==> config.mk <==
export PLATFORM = sky130hd
export DESIGN_NAME = uart_irq_ctrl
export DESIGN_NICKNAME = d
export VERILOG_FILES = /design/src/rtl/uart_irq_pkg.sv /design/src/rtl/uart_irq_mask.sv /design/src/rtl/uart_irq_status.sv /design/src/rtl/uart_irq_rdmux.sv /design/src/rtl/uart_irq_ctrl.sv
export SDC_FILE = /design/constraint.sdc
export NUM_CORES = 1
export LEC_CHECK = 0
export BUFFER_PORTS_ARGS = -buffer_cell sky130_fd_sc_hd__buf_2
export CAP_MARGIN = 10
export CORE_ASPECT_RATIO = 1.75
export CORE_UTILIZATION = 40
export CTS_CLUSTER_DIAMETER = 40
export CTS_CLUSTER_SIZE = 30
export DETAILED_ROUTE_END_ITERATION = 6
export PLACE_DENSITY = 0.68
export SETUP_SLACK_MARGIN = 0.3
export SLEW_MARGIN = 20
export SYNTH_ARGS = -nofsm -noshare
export SYNTH_HDL_FRONTEND = slang
export SYNTH_HIERARCHICAL = 1
export SYNTH_SLANG_ARGS = --single-unit
==> constraint.sdc <==
create_clock -name clk -period 1.1 [get_ports clk]
set_input_delay 0.055 -clock clk [delete_from_list [all_inputs] [get_ports clk]]
set_output_delay 0.055 -clock clk [all_outputs]
set_load 0.1 [all_outputs]
==> src/rtl/uart_irq_pkg.sv <==
package uart_irq_pkg;

    localparam int unsigned REG_AW = 3;

    typedef enum logic [REG_AW-1:0] {
        A_ENABLE  = 3'd0,
        A_DISABLE = 3'd1,
        A_MASK    = 3'd2,
        A_STATUS  = 3'd3,
        A_LIVE    = 3'd4
    } irq_reg_e;

    // cause bit positions
    localparam int unsigned B_RXTRIG  = 0;
    localparam int unsigned B_RXEMPTY = 1;
    localparam int unsigned B_RXFULL  = 2;
    localparam int unsigned B_TXEMPTY = 3;
    localparam int unsigned B_TXFULL  = 4;
    localparam int unsigned B_OVERRUN = 5;
    localparam int unsigned B_FRAMING = 6;
    localparam int unsigned B_PARITY  = 7;
    localparam int unsigned B_RXTOUT  = 8;

endpackage

==> src/rtl/uart_irq_mask.sv <==
module uart_irq_mask #(
    parameter int unsigned W = 13
) (
    input  logic         clk,
    input  logic         rst_n,
    input  logic [W-1:0] set_i,
    input  logic [W-1:0] clr_i,
    output logic [W-1:0] mask_o
);
    typedef struct packed {
        logic [W-1:0] mask;
    } mask_st_t;

    mask_st_t st_d, st_q;

    always_comb begin
        st_d      = st_q;
        st_d.mask = (st_q.mask | set_i) & ~clr_i;
    end

    always_ff @(posedge clk) begin
        if (!rst_n) st_q <= '0;
        else        st_q <= st_d;
    end

    assign mask_o = st_q.mask;
endmodule

==> src/rtl/uart_irq_status.sv <==
module uart_irq_status #(
    parameter int unsigned W = 13
) (
    input  logic         clk,
    input  logic         rst_n,
    input  logic [W-1:0] cause_i,
    input  logic [W-1:0] clr_i,
    input  logic [W-1:0] mask_i,
    output logic [W-1:0] status_o,
    output logic         irq_o
);
    typedef struct packed {
        logic [W-1:0] status;
        logic         irq;
    } stat_st_t;

    stat_st_t st_d, st_q;

    always_comb begin
        st_d        = st_q;
        // a cause in the clearing cycle keeps its bit
        st_d.status = (st_q.status & ~clr_i) | cause_i;
        st_d.irq    = |(st_q.status & mask_i);
    end

    always_ff @(posedge clk) begin
        if (!rst_n) st_q <= '0;
        else        st_q <= st_d;
    end

    assign status_o = st_q.status;
    assign irq_o    = st_q.irq;
endmodule

==> src/rtl/uart_irq_rdmux.sv <==
module uart_irq_rdmux
    import uart_irq_pkg::*;
#(
    parameter int unsigned W      = 13,
    parameter int unsigned DATA_W = 32
) (
    input  logic [REG_AW-1:0] addr,
    input  logic [W-1:0]      mask_i,
    input  logic [W-1:0]      status_i,
    input  logic [W-1:0]      cause_i,
    output logic [DATA_W-1:0] rd_data_o
);
    localparam logic [W-1:0] LIVE_SEL = (W'(1) << B_RXTRIG)  | (W'(1) << B_RXEMPTY) |
                                        (W'(1) << B_TXEMPTY) | (W'(1) << B_TXFULL);

    always_comb begin
        rd_data_o = '0;
        case (addr)
            A_MASK:   rd_data_o = DATA_W'(mask_i);
            A_STATUS: rd_data_o = DATA_W'(status_i);
            A_LIVE:   rd_data_o = DATA_W'(cause_i & LIVE_SEL);
            default:  rd_data_o = '0;
        endcase
    end
endmodule

==> src/rtl/uart_irq_ctrl.sv <==
module uart_irq_ctrl
    import uart_irq_pkg::*;
#(
    parameter int unsigned W      = 13,
    parameter int unsigned DATA_W = 32
) (
    input  logic              clk,
    input  logic              rst_n,
    input  logic              wr_en,
    input  logic [REG_AW-1:0] addr,
    input  logic [DATA_W-1:0] wdata,
    output logic [DATA_W-1:0] rd_data,
    input  logic [W-1:0]      cause_i,
    output logic              irq_o
);
    logic [W-1:0] set_w, dis_w, sclr_w;
    logic [W-1:0] mask_w, status_w;
    logic         unused_hi;

    assign unused_hi = ^wdata[DATA_W-1:W];

    always_comb begin
        set_w  = '0;
        dis_w  = '0;
        sclr_w = '0;
        if (wr_en) begin
            case (addr)
                A_ENABLE:  set_w  = wdata[W-1:0];
                A_DISABLE: dis_w  = wdata[W-1:0];
                A_STATUS:  sclr_w = wdata[W-1:0];
                default: ;
            endcase
        end
    end

    uart_irq_mask #(.W(W)) u_mask (
        .clk    (clk),
        .rst_n  (rst_n),
        .set_i  (set_w),
        .clr_i  (dis_w),
        .mask_o (mask_w)
    );

    uart_irq_status #(.W(W)) u_stat (
        .clk      (clk),
        .rst_n    (rst_n),
        .cause_i  (cause_i),
        .clr_i    (sclr_w),
        .mask_i   (mask_w),
        .status_o (status_w),
        .irq_o    (irq_o)
    );

    uart_irq_rdmux #(.W(W), .DATA_W(DATA_W)) u_rd (
        .addr      (addr),
        .mask_i    (mask_w),
        .status_i  (status_w),
        .cause_i   (cause_i),
        .rd_data_o (rd_data)
    );
endmodule

==> key figures <==
Clock network
  • CTS tree: built
  • Root Driver: clkbuf_8
  • Reg clk slew, reported paths: 0.10 ns
  • CTS sink cnt: 27
  • Max H-tree Level: 1
  • Clock tree buffer depth: 2
  • Clock insertion delay at the later pin of the skew report: 0.28 ns
  • Total CTS buffers: 3

Timing
  • Tmin final: 1.318 ns
  • Worst setup slack after layout: -0.2182 ns
  • Fin. max-slew vios: 0
  • Tcrit/Tclk final: 1.198
  • Fmax: 758.6 MHz
  • Setup repair after global routing missed its margin: true
  • Hold_ws: -0.003256 ns
  • Final hold violation count: 1
  • Final Setup Violations: 6
  • Worst clock skew: 0.004730 ns

Power
  • Sw Share: 0.3780
  • Combinational Power Share: 0.366
  • Clock share of power: 0.222
  • Maximum vdd drop: 0.8031 mV
  • Internal: 1628 uW
  • Leakage Power: 0.001164 uW
  • Pwr per Cell Area: 942.4 nW/um^2
  • Net switching power: 989.0 uW
  • Reg power frac: 0.411

Cells and area
  • Fin nets: 324
  • Fill cell count: 347
  • Area delta synth->final: 57.38%
  • Post-route cell area: 2776 sq um
  • Layout cell share with drive strength beyond 1: 0.5368
  • Diodes inserted: 0
  • Final core area utilization: 0.6628

Floorplan
  • Die Wd: 52.20 microns
  • Initial Util: 0.4211
  • Boundary Pins: 84
  • Die footprint: 4690 sq um
  • Core footprint: 4189 sq um
  • Chip Height: 89.86 microns
  • Num rows: 31

GRT
  • Initial antenna violation count: 0
  • All-layer global routing usage: 0.1869
  • Largest net degree at the start of global routing: 28
  • First-pass GRT wire length: 6.844 mm
  • Grt total ovfl: 0
  • Number of global-route vias before repair: 1512

Critical path
  • Critical Path Max Stage Delay: 0.33 ns
  • Top Family by Delay on Critical Path: flip-flops
  • Crit end category: output port
  • Crit path DAT: 1.26 ns
  • CP max FO: 2
  • Critical path class: flop to output port
  • Worst path slowest cell: dfxtp_2
  • Nature of the critical path startpoint: flop
  • Buf+Inv Stages, Crit Path: 1
  • Critical path data required time: 1.04 ns
  • CP Cell Sequence: and4bb_2 -> a211o_4 -> buf_12
  • Worst reg-to-reg setup slack: -0.13 ns

Yosys
  • Synth Register Bits: 27
  • Seq/Total Area, Yosys: 0.3064
  • Synth Cell Area: 1764 sq um
  • Netlist cell types: 26
  • Count leader, synth: and2_1
  • Top cells by count, synth: and2_1, dfxtp_1, nor2_1
  • Synth top area share: 0.3064
  • Largest area contributor in the netlist: dfxtp_1
  • Largest cells by area after synthesis: dfxtp_1, and2_1, buf_4
  • Synth Warn #: 6
  • Post-synth EDFFs: 0
  • Mean post-synth cell area: 9.189 sq um
  • Gate count after technology mapping: 192
  • Synth Flop Type: dfxtp_1
  • Asr flop ratio synth: 0

Routing
  • DR DRC count: 0
  • Routed len/inst: 13.17 microns
  • Total routed wirelength: 4.229 mm
  • Via count: 1560
  • Via/cell ratio: 4.860
  • Number of DRC markers in iteration 0: 20
  • Detailed Routing Iterations Pass 1: 4
  • Post-route ant nets: 0

Placed design
  • Placer Congestion: 0.7651
  • Cell Area, Placed: 2326 sq um
  • DP Worst Slack: -0.1633 ns
  • Post-DP HPWL: 2.798 mm
  • IO buf count: 45

Outcome
  • Status: complete, but fails checks
  • Failing checks: hold timing, setup timing

Job
  • Max Cap Viol: 0

Min path
  • Worst min path class: primary input to flop
## sequential cells by signal (all words and copies together), names as in the netlist
| signal | flops |
|---|---|
| u_mask/mask_o | 13 |
| u_stat/status_o | 13 |
| u_stat/irq_o | 1 |
## through the flow
stage | hold WS (ns) | std cells | power (uW) | TNS [ns]
floorplan | 0.1725 | 210 | 1758 | 0
finish | -0.003256 | 321 | 2617 | -1.058
CTS | 0.003529 | 320 | 2595 | -1.105
detailed placement | 0.2676 | 290 | 1918 | -2.677
global route | 0.004140 | 321 | 2718 | -1.412
global placement | 0.2638 | 290 | 1912 | -2.150
## per-layer routing
layer | track usage | wire length [microns] | vias up | part of all wire
met2 | 0.3376 | 2302 | 45 | 0.54
met5 | 0 | 0 | - | 0
met3 | 0.02030 | 134 | 8 | 0.032
li1 | - | - | 782 | -
met4 | 0.06140 | 68 | 0 | 0.016
met1 | 0.2178 | 1723 | 725 | 0.41
## final cells by class
cell class / count / area (sq um) / share of cell area
clock inverters: 1 / 5.005 / 0.001803
clock buffers: 3 / 41.29 / 0.01487
multi-input cells: 156 / 1305 / 0.4700
well taps: 49 / 61.31 / 0.02208
flip-flops and latches: 27 / 570.5 / 0.2055
repair buffers: 85 / 793.3 / 0.2857
## placed cells by master (no fill, tap or decap), types with 7 or more instances in the layout
cell,Yosys,layout
mux2i_4,0,8
buf_12,1,15
o21a_1,14,14
dlygate4sd3_1,0,10
nor2_4,0,9
nor2_1,23,14
conb_1,1,19
nor2b_1,13,12
and4bb_2,7,7
buf_4,21,27
nor3b_2,11,11
and2_1,36,36
dfxtp_2,0,24
buf_2,4,29
## what timing repair did
action / CTS / global route
gates cloned: 0 / 1
pin swaps: 4 / 2
hold buffers: 10 / 0
endpoints found under the hold margin: 10 / 0
gates resized for setup: 44 / 10
setup buffers: 16 / 0
endpoints found under the setup margin: 40 / 40
## power by group through the flow
stage          logic (uW)  registers, uW  clock network [uW]
3_3_place_gp          832           1080                   0
3_5_place_dp          836           1080                   0
6_report              958           1080                 582
2_1_floorplan         671           1090                   0
4_1_cts               936           1070                 591
5_1_grt              1010           1080                 631
## cell families (layout without fill, tap and decap cells)
kind of cell,after synthesis,count (layout),synth area share
buffers and inverters,27,89,0.1184
AND/OR/NAND/NOR,104,104,0.4156
other,1,19,0.002126
flip-flops,27,27,0.3064
AO/OA/AOI/OAI,24,24,0.1064
multiplexers,9,9,0.05107
## final timing paths
path                                        from                  to  depth (start not counted)
worst min register to register  u_mask/mask_o[8]    u_mask/mask_o[8]                          2
worst min-delay path                  cause_i[1]  u_stat/status_o[1]                          2
worst max-delay path            u_mask/mask_o[1]          rd_data[1]                          3
worst max register to register  u_mask/mask_o[4]        u_stat/irq_o                          4
(Power assumes the default switching activity.)
